File: config.mk
export PLATFORM = sky130hd
export DESIGN_NAME = irq_sense_bank
export DESIGN_NICKNAME = d
export VERILOG_FILES = /design/src/rtl/irq_sense_pkg.sv /design/src/rtl/pin_sense_cell.sv /design/src/rtl/req_stage.sv /design/src/rtl/irq_sense_bank.sv
export SDC_FILE = /design/constraint.sdc
export NUM_CORES = 1
export LEC_CHECK = 0
export BUFFER_PORTS_ARGS = -buffer_cell sky130_fd_sc_hd__buf_2
export CAP_MARGIN = 20
export CORE_MARGIN = 3
export CORE_UTILIZATION = 25
export CTS_BUF_LIST = sky130_fd_sc_hd__clkbuf_4 sky130_fd_sc_hd__clkbuf_8 sky130_fd_sc_hd__clkbuf_16
export CTS_CLUSTER_SIZE = 25
export DETAILED_ROUTE_END_ITERATION = 8
export HOLD_SLACK_MARGIN = 0.1
export PLACE_DENSITY = 0.7
export SLEW_MARGIN = 25
export SYNTH_ARGS = -nofsm -noshare
export SYNTH_HDL_FRONTEND = slang
export SYNTH_SLANG_ARGS = --single-unit
export TNS_END_PERCENT = 100
File: constraint.sdc
create_clock -name clk -period 0.8 [get_ports clk]
set_clock_uncertainty 0.1 [all_clocks]
set_input_delay 0 -clock clk [delete_from_list [all_inputs] [get_ports clk]]
set_output_delay 0 -clock clk [all_outputs]
set_load 0.05 [all_outputs]
File: src/rtl/irq_sense_pkg.sv
package irq_sense_pkg;
   typedef enum logic [1:0] {
      SNS_LOW  = 2'b00,
      SNS_HIGH = 2'b01,
      SNS_RISE = 2'b10,
      SNS_FALL = 2'b11
   } sense_e;
endpackage

File: src/rtl/pin_sense_cell.sv
module pin_sense_cell
   import irq_sense_pkg::*;
#(
   parameter bit LVL_EVERY_CLK = 1'b1
) (
   input  logic       lvl_now,
   input  logic       lvl_prev,
   input  logic       is_out,
   input  logic [1:0] code,
   input  logic       both,
   input  logic       reeval,
   output logic       hit
);
   logic changed;
   logic lvl_gate;
   sense_e mode;

   assign changed = lvl_now ^ lvl_prev;
   assign mode    = sense_e'(code);

   generate
      if (LVL_EVERY_CLK) begin : g_lvl_cont
         assign lvl_gate = 1'b1;
      end else begin : g_lvl_gated
         assign lvl_gate = reeval | changed;
      end
   endgenerate

   always_comb begin
      hit = 1'b0;
      if (!is_out) begin
         if (both) begin
            hit = changed;
         end else begin
            unique case (mode)
               SNS_LOW:  hit = ~lvl_now & lvl_gate;
               SNS_HIGH: hit = lvl_now & lvl_gate;
               SNS_RISE: hit = changed & lvl_now;
               SNS_FALL: hit = changed & ~lvl_now;
               default:  hit = 1'b0;
            endcase
         end
      end
   end
endmodule

File: src/rtl/req_stage.sv
module req_stage #(
   parameter int W = 32
) (
   input  logic         clk,
   input  logic         rst_n,
   input  logic [W-1:0] d,
   output logic [W-1:0] q
);
   always_ff @(posedge clk or negedge rst_n) begin
      if (!rst_n) q <= '0;
      else        q <= d;
   end
endmodule

File: src/rtl/irq_sense_bank.sv
module irq_sense_bank #(
   parameter int NPINS         = 32,
   parameter bit LVL_EVERY_CLK = 1'b1
) (
   input  logic                 clk,
   input  logic                 rst_n,
   input  logic [NPINS-1:0]     pin_now,
   input  logic [NPINS-1:0]     pin_prev,
   input  logic [NPINS-1:0]     pin_dir,
   input  logic [2*NPINS-1:0]   sense_cfg,
   input  logic [NPINS-1:0]     both_sel,
   input  logic                 reeval,
   output logic [NPINS-1:0]     set_req
);
   localparam int CFG_W = 2 * NPINS;

   generate
      if (NPINS < 1 || NPINS > 64) begin : g_bad_npins
         $error("irq_sense_bank: NPINS must be 1..64");
      end
      if (CFG_W != 2 * NPINS) begin : g_bad_cfg
         $error("irq_sense_bank: config width mismatch");
      end
   endgenerate

   logic [NPINS-1:0] hit_d;
   logic [NPINS-1:0] edge_mode;
   logic [NPINS-1:0] pol;

   generate
      for (genvar g = 0; g < NPINS; g++) begin : g_pin
         pin_sense_cell #(.LVL_EVERY_CLK(LVL_EVERY_CLK)) u_cell (
            .lvl_now  (pin_now[g]),
            .lvl_prev (pin_prev[g]),
            .is_out   (pin_dir[g]),
            .code     (sense_cfg[2*g+1:2*g]),
            .both     (both_sel[g]),
            .reeval   (reeval),
            .hit      (hit_d[g])
         );
         assign edge_mode[g] = both_sel[g] | sense_cfg[2*g+1];
         assign pol[g]       = sense_cfg[2*g];
      end
   endgenerate

   req_stage #(.W(NPINS)) u_stage (
      .clk   (clk),
      .rst_n (rst_n),
      .d     (hit_d),
      .q     (set_req)
   );

   AST_OUTPUT_SILENT: assert property (@(posedge clk) disable iff (!rst_n)
      1'b1 |=> ((set_req & $past(pin_dir)) == '0));

   AST_EDGE_NEEDS_CHANGE: assert property (@(posedge clk) disable iff (!rst_n)
      1'b1 |=> ((set_req & $past(edge_mode) & ~$past(pin_now ^ pin_prev)) == '0));

   AST_LEVEL_POLARITY: assert property (@(posedge clk) disable iff (!rst_n)
      1'b1 |=> ((set_req & ~$past(edge_mode) & ($past(pin_now) ^ $past(pol))) == '0));

   AST_BOTH_FIRES: assert property (@(posedge clk) disable iff (!rst_n)
      1'b1 |=> ((~set_req & $past(both_sel & ~pin_dir & (pin_now ^ pin_prev))) == '0));

   AST_RESET_CLEAR: assert property (@(posedge clk)
      !rst_n |-> (set_req == '0));
endmodule

==> flow_summary_export.csv, run 1 <==
group,metric,value,unit
logic_synthesis,syn-instance-count,288,
timing,final.setup.worst_slack,-0.140,ns
setup_path,path_class,"flop to primary output",
pwr,power_leakage,2.27,nW
pwr,clkPwrFrac,25.2,%
setup_path,cp_data_arrival_time,0.84,ns
routing,drtAntennaViolNets,0,
finish,regMostFlops,"u_stage.q",
timing,hold_violations,32,
finish,antennaDiodeCount,0,
global_routing,grt_antenna_before_repair,0,
place,dp.cells,643,
pwr,p_int,3.58,mW
setup_path,path_max_fanout,1,
clock_tree,root_buffer,"clkbuf_8",
timing,drv_slew,0,
finish,n_fill_cell,914,
finish,area_delta_synth_final,86.6,%
die,dieArea,11000,um2
logic_synthesis,synth_area,2450,um2
logic_synthesis,yosysTopAreaCell,"dfrtp_1",
timing,holdWs,-0.227,ns
finish,drive_above_1_share,47.8,%
finish,largest_reg_flops,32,
routing,routed_wl,10.3,mm
die,start_util,26.1,%
place,dp_hpwl,7.65,mm
setup_path,path_cells,"buf_6",
setup_path,crit_start,"u_stage.q[5]",
finish,regArea,801,um2
logic_synthesis,synth_top_area_share,32.7,%
global_routing,grt_first_pass_wirelength,15.4,mm
logic_synthesis,post_synth_num_cell_types,16,
setup_path,cp_num_buf_inv,1,
setup_path,slowest_stage,"dfrtp_1",
min_path,hp-start,"pin_dir[18]",
timing,period_minus_slack,0.940,ns
logic_synthesis,ys_seq_area_share,32.7,%
status,outcome,"complete, but fails checks",
timing,finalSetupViolCount,36,
pwr,p_per_area,1200,nW/um2
logic_synthesis,ys_ff_latch,32,
global_routing,grtUsageTotal,16.7,%
clock_tree,clk_pin_slew,0.07,ns
clock_tree,cts_num_sinks,32,
die,row_count,35,
finish,multiInputGateArea,1860,um2
logic_synthesis,yosys_warnings,0,
clock_tree,cts_buffers,5,
finish,nets,743,
place,globalplace.congestion,0.759,
pwr,switching_share,34.9,%
pwr,switchingPower,1.92,mW
global_routing,grt_remaining_overflow,0,
setup_path,cpPeakStageDelay,0.40,ns
timing,setup_tns,-3.75,ns
timing,tightest_slew,0.335,ns
finish,stdcell_count,677,
logic_synthesis,syn_nets,483,
routing,drcViolationCount,0,
global_routing,grt_pass1_vias,3596,
status,failed_checks,"negative hold slack, negative setup slack",
setup_path,crit_path_start_kind,"flop",
pwr,p_comb_share,42.1,%
pwr,seqPwrFrac,32.7,%
clock_tree,cts_buffer_depth,2,
logic_synthesis,syn_area_per_cell,8.51,um2
finish,reg_top3,"u_stage.q: 32 flops",
place,port_buffers,225,
clock_tree,tritoncts,"done",
setup_path,endpoint_kind,"primary output",
timing,max_slew_margin,77.6,%
die,die_x,105,um
timing,rsz0062_at_grt,"yes",
routing,routed_via_density,5.06,
die,fp.dieH,105,um
min_path,hp-class,"primary input to flop",
flow_run,cap_violations,0,
clock_tree,htreeDepth,2,
logic_synthesis,synthTopCellsByArea,"dfrtp_1 33%, a311oi_1 11%, a211oi_1 9.2%",
routing,wl_per_cell,15.3,um
pwr,peakVddDrop,0.000641,V
routing,first_iter_violations,142,
setup_path,worst_ep_required_time,0.70,ns
die,io_pins,227,
routing,first_pass_iters,4,
setup_path,path_delay_family,"flip-flops",
timing,period_share,117,%
timing,fmax,1060,MHz
global_routing,grt_start_max_net_pins,33,
routing,vias,3429,
die,core-area,9370,um2
## synth_stat cells
| master | count |
|---|---|
| a211oi_1 | 30 |
| a21o_1 | 30 |
| a21oi_1 | 2 |
| a22oi_1 | 2 |
| a311oi_1 | 30 |
| and2b_1 | 30 |
| and3b_1 | 2 |
| dfrtp_1 | 32 |
| nand2_1 | 30 |
| nor2_1 | 32 |
| nor3_1 | 30 |
| nor3b_1 | 2 |
| o21ai_1 | 2 |
| o21bai_1 | 30 |
| xnor2_1 | 2 |
| xor2_1 | 2 |
## metal layers
| layer | up-vias | global-route usage [%] | routed length [um] |
|---|---|---|---|
| met1 | 1618 | 15.5 | 3470 |
| met2 | 148 | 34.1 | 5920 |
| met4 | 0 | 4.50 | 85 |
| li1 | 1655 | - | - |
| met3 | 8 | 5.50 | 868 |
| met5 | - | 0 | 0 |
## final timing paths
path | endpoint | cells after the start
min in group asynchronous | u_stage.q[6] | 3
min | u_stage.q[18] | 2
max in group asynchronous | u_stage.q[22] | 3
max | set_req[5] | 1
## logic make-up after synthesis
logic type,synth area share [%]
and+or+nand+nor,26.1
AOI/OAI and AO/OA,39.7
DFF,32.7
xor gates and xnor gates,1.43
## cell type report
class | instances | area share, %
multi-input combinational | 256 | 40.6
clock buffer | 7 | 2.11
sequential | 32 | 17.5
tap | 129 | 3.53
timing repair buffer | 253 | 36.2
## power by group through the flow
stage	logic (mW)	clock network [mW]	registers, mW
floorplan	0.487	0	2.25
global placement	1.79	0	1.80
detailed placement	1.88	0	1.80
CTS	2.21	1.49	1.80
global route	2.48	1.54	1.81
finish	2.32	1.39	1.80
## timing repair
action                                 in CTS  in global routing
gates resized for setup                    64                 38
setup buffers                               0                  0
setup endpoints to repair                  32                 58
cloned                                      0                  0
hold buffers                               49                  3
endpoints found under the hold margin      64                 32
pin swaps                                   0                 25
## per-stage QoR
stage	power [mW]	cell area, um2	worst slack (ns)	util, %
CTS	5.50	4540	-0.160	48.5
floorplan	2.73	2450	0.114	-
global route	5.84	4570	-0.182	48.8
global placement	3.59	3760	-0.123	40.1
detailed placement	3.68	3760	-0.136	40.1
finish	5.50	4570	-0.140	48.8
## layout by cell type, fill, tap and decap left out, drive strengths merged, types with 30 or more instances in the layout
| master | n |
|---|---|
| nor2 | 32 |
| dfrtp | 32 |
| o21bai | 30 |
| dlygate4sd3 | 32 |
| a211oi | 30 |
| a21o | 30 |
| a311oi | 30 |
| nor3 | 30 |
| nand2 | 30 |
| and2b | 30 |
| buf | 219 |
Power figures use the tool's default switching activity.
==> inputs of run 2 (changes only) <==
==> constraint.sdc (replaced) <==
create_clock -name clk -period 0.8 [get_ports clk]
set_clock_uncertainty 0.1 [all_clocks]
set_input_delay 0 -clock clk [delete_from_list [all_inputs] [get_ports clk]]
set_output_delay 0 -clock clk [all_outputs]
set_load 0.005 [all_outputs]
==> run 2 against run 1 <==
  * The run still ends with negative hold slack, negative setup slack left
  * Worst hold slack got worse by 0.0029 ns
  * Core utilization fell by 1.9 points
  * Wire length fell by 2.9%
  * Sequential cell count did not move
  * Non-clock buffer count rose by 2
  * Critical path type is now primary input to flop
==> flow_summary_export.csv, run 2 (synthesis results as in run 1) <==
group,metric,value,unit
die,io_pins,227,
die,die_x,105,um
global_routing,met3_usage,5.31,%
clock_tree,root_buffer,"clkbuf_8",
timing,holdWs,-0.230,ns
global_routing,grt_antenna_before_repair,0,
routing,routed_via_density,5.07,
min_path,hp-start,"pin_dir[18]",
setup_path,crit_path_start_kind,"primary input",
die,fp.dieH,105,um
global_routing,grt_remaining_overflow,0,
pwr,power_leakage,2.24,nW
setup_path,path_class,"primary input to flop",
place,dp_hpwl,7.65,mm
routing,first_iter_violations,147,
clock_tree,tritoncts,"done",
clock_tree,cts_buffer_depth,2,
setup_path,endpoint_kind,"flop",
setup_path,cp_data_arrival_time,0.97,ns
timing,fmax,1090,MHz
routing,wl_per_cell,14.8,um
die,dieArea,11000,um2
finish,area_delta_synth_final,79.3,%
timing,max_slew_margin,78.1,%
finish,final_cell_mix,"218 x buf_2, 33 x dlygate4sd3_1, 32 x nor2_1, 32 x dfrtp_1",
timing,rsz0062_at_grt,"yes",
pwr,p_per_area,1110,nW/um2
clock_tree,clk_pin_slew,0.07,ns
setup_path,worst_ep_required_time,0.86,ns
finish,design_area,4390,um2
timing,period_share,115,%
timing,final.setup.worst_slack,-0.118,ns
finish,largest_reg_flops,32,
timing,drv_slew,0,
finish,n_fill_cell,927,
timing,period_minus_slack,0.918,ns
die,row_count,35,
timing,hold_violations,32,
flow_run,cap_violations,0,
global_routing,grt_start_max_net_pins,33,
clock_tree,cts_num_sinks,32,
global_routing,met2_usage,33.4,%
pwr,peakVddDrop,0.000646,V
routing,drcViolationCount,0,
global_routing,grt_first_pass_wirelength,15.3,mm
global_routing,grt_pass1_vias,3605,
min_path,min_to,"u_stage.q[18]",
finish,antennaDiodeCount,0,
finish,nets,745,
min_path,hp-class,"primary input to flop",
global_routing,grtUsageTotal,16.5,%
timing,tightest_slew,0.326,ns
routing,first_pass_iters,4,
routing,drtAntennaViolNets,0,
die,start_util,26.1,%
clock_tree,cts_buffers,5,
clock_tree,post_cts_buffers,0,
finish,regMostFlops,"u_stage.q",
status,outcome,"complete, but fails checks",
routing,vias,3442,
routing,routed_wl,10.0,mm
finish,final_common_cell,"buf_2",
place,placed_area,3760,um2
status,failed_checks,"negative hold slack, negative setup slack",
clock_tree,htreeDepth,2,
min_path,hold_path_depth,2,
setup_path,path_max_fanout,2,
place,port_buffers,225,
timing,finalSetupViolCount,37,
place,globalplace.congestion,0.759,
global_routing,grtUsageMet1,15.5,%
die,core-area,9370,um2
finish,reg_top3,"u_stage.q: 32 flops",
global_routing,busiest_layer,"met2",
timing,setup_tns,-2.37,ns
finish,drive_above_1_share,47.8,%
run 2: cell count changes in the layout (fill, tap and decap cells not counted), sizes merged:
cell / before / now
buf: 219 / 220
dlygate4sd3: 32 / 33
run 2: area by class of cell:
cell class	count	area, um2	share of cell area [%]
Timing Repair Buffer	255	1480	33.6
Tap cell	129	161	3.68
Sequential cell	32	801	18.2
Multi-Input combinational cell	256	1860	42.3
Clock buffer	7	96.3	2.19
run 2: worst max-delay path, cell delays in order:
cell and delay (ns):
buf_2 0.09, dlygate4sd3_1 0.58, a211oi_1 0.22, a311oi_1 0.08
run 2: through the flow:
| stage | utilization, % | worst slack (ns) | std cells | power (mW) | hold WS (ns) |
|---|---|---|---|---|---|
| final | 46.9 | -0.118 | 679 | 4.89 | -0.230 |
| after global routing | 46.9 | -0.150 | 679 | 5.22 | -0.241 |
| after CTS | 46.4 | -0.119 | 699 | 4.88 | -0.245 |
| after detailed placement | 40.1 | -0.136 | 643 | 3.24 | -0.122 |
| after global placement | 40.1 | -0.123 | 643 | 3.16 | -0.121 |
| after floorplan | - | 0.141 | 288 | 2.31 | -0.396 |
run 2: where the power goes:
part	internal (mW)	switching (mW)	leakage (nW)	total, mW
sequential	1.74	0.0295	0.414	1.77
combinational	0.930	0.799	1.78	1.73
clock	0.768	0.628	0.0503	1.40
total	3.43	1.46	2.24	4.89
run 2: how the worst max path moves through the flow:
stage | startpoint | end | slack [ns] | cells past startpoint
after floorplan | sense_cfg[0] | u_stage.q[0] | 0.14 | 3
after global placement | sense_cfg[44] | u_stage.q[22] | -0.12 | 4
after detailed placement | sense_cfg[37] | u_stage.q[18] | -0.14 | 4
after CTS | u_stage.q[5] | set_req[5] | -0.12 | 1
after global routing | sense_cfg[27] | u_stage.q[13] | -0.15 | 5
final | pin_now[23] | u_stage.q[23] | -0.12 | 4
run 2: timing repair:
action / in CTS / in global routing
hold endpoints to repair: 64 / 32
hold buffers: 49 / 4
endpoints found under the setup margin: 32 / 58
pin swaps: 0 / 23
resized for setup: 0 / 39
run 2: routing by layer:
layer | part of all wire [%] | vias to the layer above
met5 | 0 | -
met4 | 1.1 | 0
met3 | 8.2 | 13
met2 | 56 | 157
met1 | 35 | 1624
li1 | - | 1648
==> inputs of run 3 (changes only) <==
--- a/config.mk
+++ b/config.mk
@@ -14,6 +14,7 @@
 export DETAILED_ROUTE_END_ITERATION = 8
 export HOLD_SLACK_MARGIN = 0.1
 export PLACE_DENSITY = 0.7
+export RECOVER_POWER = 25
 export SLEW_MARGIN = 25
 export SYNTH_ARGS = -nofsm -noshare
 export SYNTH_HDL_FRONTEND = slang
==> run 3 against run 2 <==
  * The run still ends with negative hold slack, negative setup slack left
  * Wire length about the same
  * Worst hold slack about the same
  * Global-route usage unchanged
  * Highest routed layer unchanged
  * Clock-buffer cell count unchanged
  * Combinational power about the same
  * Clock power about the same
  * First-iteration DRC count down 12%
  * Cell count unchanged
  * Sequential power about the same
  * Critical path depth unchanged
  * Die area unchanged
==> flow_summary_export.csv, run 3 (synthesis results as in run 1) <==
group,metric,value,unit
status,outcome,"complete, but fails checks",
status,failed_checks,"negative hold slack, negative setup slack",
finish,stdcell_count,679,
timing,holdWs,-0.230,ns
clock_tree,cts_num_sinks,32,
pwr,clkPwrFrac,28.6,%
timing,rsz0062_at_grt,"yes",
global_routing,grtUsageTotal,16.5,%
die,row_count,35,
routing,first_pass_iters,4,
finish,n_fill_cell,931,
clock_tree,tritoncts,"done",
pwr,p_comb_share,35.3,%
timing,drv_slew,0,
global_routing,grt_remaining_overflow,0,
routing,drtAntennaViolNets,0,
setup_path,crit_path_start_kind,"primary input",
die,dieArea,11000,um2
pwr,peakVddDrop,0.000646,V
finish,finish.utilization,46.8,%
global_routing,grt_antenna_before_repair,0,
setup_path,cp_data_arrival_time,0.97,ns
clock_tree,clk_pin_slew,0.07,ns
global_routing,grt_first_pass_wirelength,15.3,mm
place,placed_area,3760,um2
finish,reg_top3,"u_stage.q: 32 flops",
timing,period_share,115,%
clock_tree,root_buffer,"clkbuf_8",
pwr,switchingPower,1.46,mW
timing,period_minus_slack,0.918,ns
timing,fmax,1090,MHz
setup_path,endpoint_kind,"flop",
finish,largest_reg_flops,32,
timing,finalSetupViolCount,37,
routing,vias,3444,
setup_path,path_max_fanout,2,
die,die_x,105,um
flow_run,cap_violations,0,
routing,first_iter_violations,130,
die,start_util,26.1,%
setup_path,worst_ep_required_time,0.86,ns
clock_tree,cts_buffer_depth,2,
die,io_pins,227,
routing,routed_via_density,5.07,
place,dp.cells,643,
pwr,power.total,4.88,mW
timing,tightest_slew,0.326,ns
timing,hold_violations,32,
finish,area_delta_synth_final,78.9,%
pwr,switching_share,29.8,%
routing,routed_wl,10.0,mm
global_routing,grt_start_max_net_pins,33,
pwr,p_per_area,1110,nW/um2
clock_tree,htreeDepth,2,
finish,regMostFlops,"u_stage.q",
pwr,seqPwrFrac,36.2,%
die,fp.dieH,105,um
routing,drcViolationCount,0,
setup_path,path_class,"primary input to flop",
timing,final.setup.worst_slack,-0.118,ns
place,dp_hpwl,7.65,mm
clock_tree,cts_buffers,5,
finish,nets,745,
global_routing,grt_pass1_vias,3605,
finish,design_area,4380,um2
finish,antennaDiodeCount,0,
finish,drive_above_1_share,47.6,%
pwr,p_int,3.43,mW
routing,wl_per_cell,14.8,um
finish,final_common_cell,"buf_2",
die,core-area,9370,um2
place,globalplace.congestion,0.759,
pwr,power_leakage,2.24,nW
place,port_buffers,225,
min_path,hp-class,"primary input to flop",
timing,max_slew_margin,78.1,%
finish,final_cell_mix,"217 x buf_2, 33 x dlygate4sd3_1, 32 x nor2_1, 32 x dfrtp_1",
run 3: cell types whose count changed in the layout (fill, tap and decap cells not counted), sizes merged:
cell and delta:
buf -1, clkbuf +1
run 3: critical path, stage by stage:
cell and delay [ns]:
buf_2 0.09, dlygate4sd3_1 0.58, a211oi_1 0.22, a311oi_1 0.08
run 3: what timing repair did:
| item | 4_1_cts | 5_1_grt |
|---|---|---|
| gates resized for setup | 0 | 39 |
| hold buffers | 49 | 4 |
| hold endpoints to repair | 64 | 32 |
| endpoints found under the setup margin | 32 | 58 |
| cloned | 0 | 0 |
| pin swaps | 0 | 23 |
| buffers inserted | 0 | 0 |
run 3: power groups by stage:
stage	clock [mW]	sequential (mW)	combinational, mW
6_report	1.40	1.77	1.72
5_1_grt	1.54	1.78	1.89
4_1_cts	1.49	1.77	1.63
3_5_place_dp	0	1.80	1.44
3_3_place_gp	0	1.80	1.36
2_1_floorplan	0	1.82	0.487
run 3: final timing paths:
| path | from | endpoint | slack [ns] | depth (start not counted) |
|---|---|---|---|---|
| max | pin_now[23] | u_stage.q[23] | -0.12 | 4 |
| min | pin_dir[18] | u_stage.q[18] | -0.23 | 2 |
| max in group asynchronous | rst_n | u_stage.q[22] | 0.18 | 3 |
| min in group asynchronous | rst_n | u_stage.q[6] | 0.16 | 3 |
run 3: layout make-up:
| cell class | instances | area (um2) | share of cell area (%) |
|---|---|---|---|
| timing repair buffer | 255 | 1470 | 33.5 |
| sequential | 32 | 801 | 18.3 |
| tap | 129 | 161 | 3.68 |
| clock buffer | 7 | 96.3 | 2.20 |
| multi-input combinational | 256 | 1860 | 42.3 |
run 3: per-stage QoR:
step,setup WS [ns],setup TNS [ns]
2_1_floorplan,0.141,0
3_3_place_gp,-0.123,-0.505
3_5_place_dp,-0.136,-1.70
4_1_cts,-0.119,-3.64
5_1_grt,-0.150,-3.85
6_report,-0.118,-2.37
run 3: per-layer routing:
| layer | routed length (um) | vias to the layer above | global-route usage (%) |
|---|---|---|---|
| li1 | - | 1647 | - |
| met1 | 3470 | 1631 | 15.5 |
| met2 | 5640 | 153 | 33.4 |
| met3 | 820 | 13 | 5.31 |
| met4 | 109 | 0 | 4.59 |
| met5 | 0 | - | 0 |
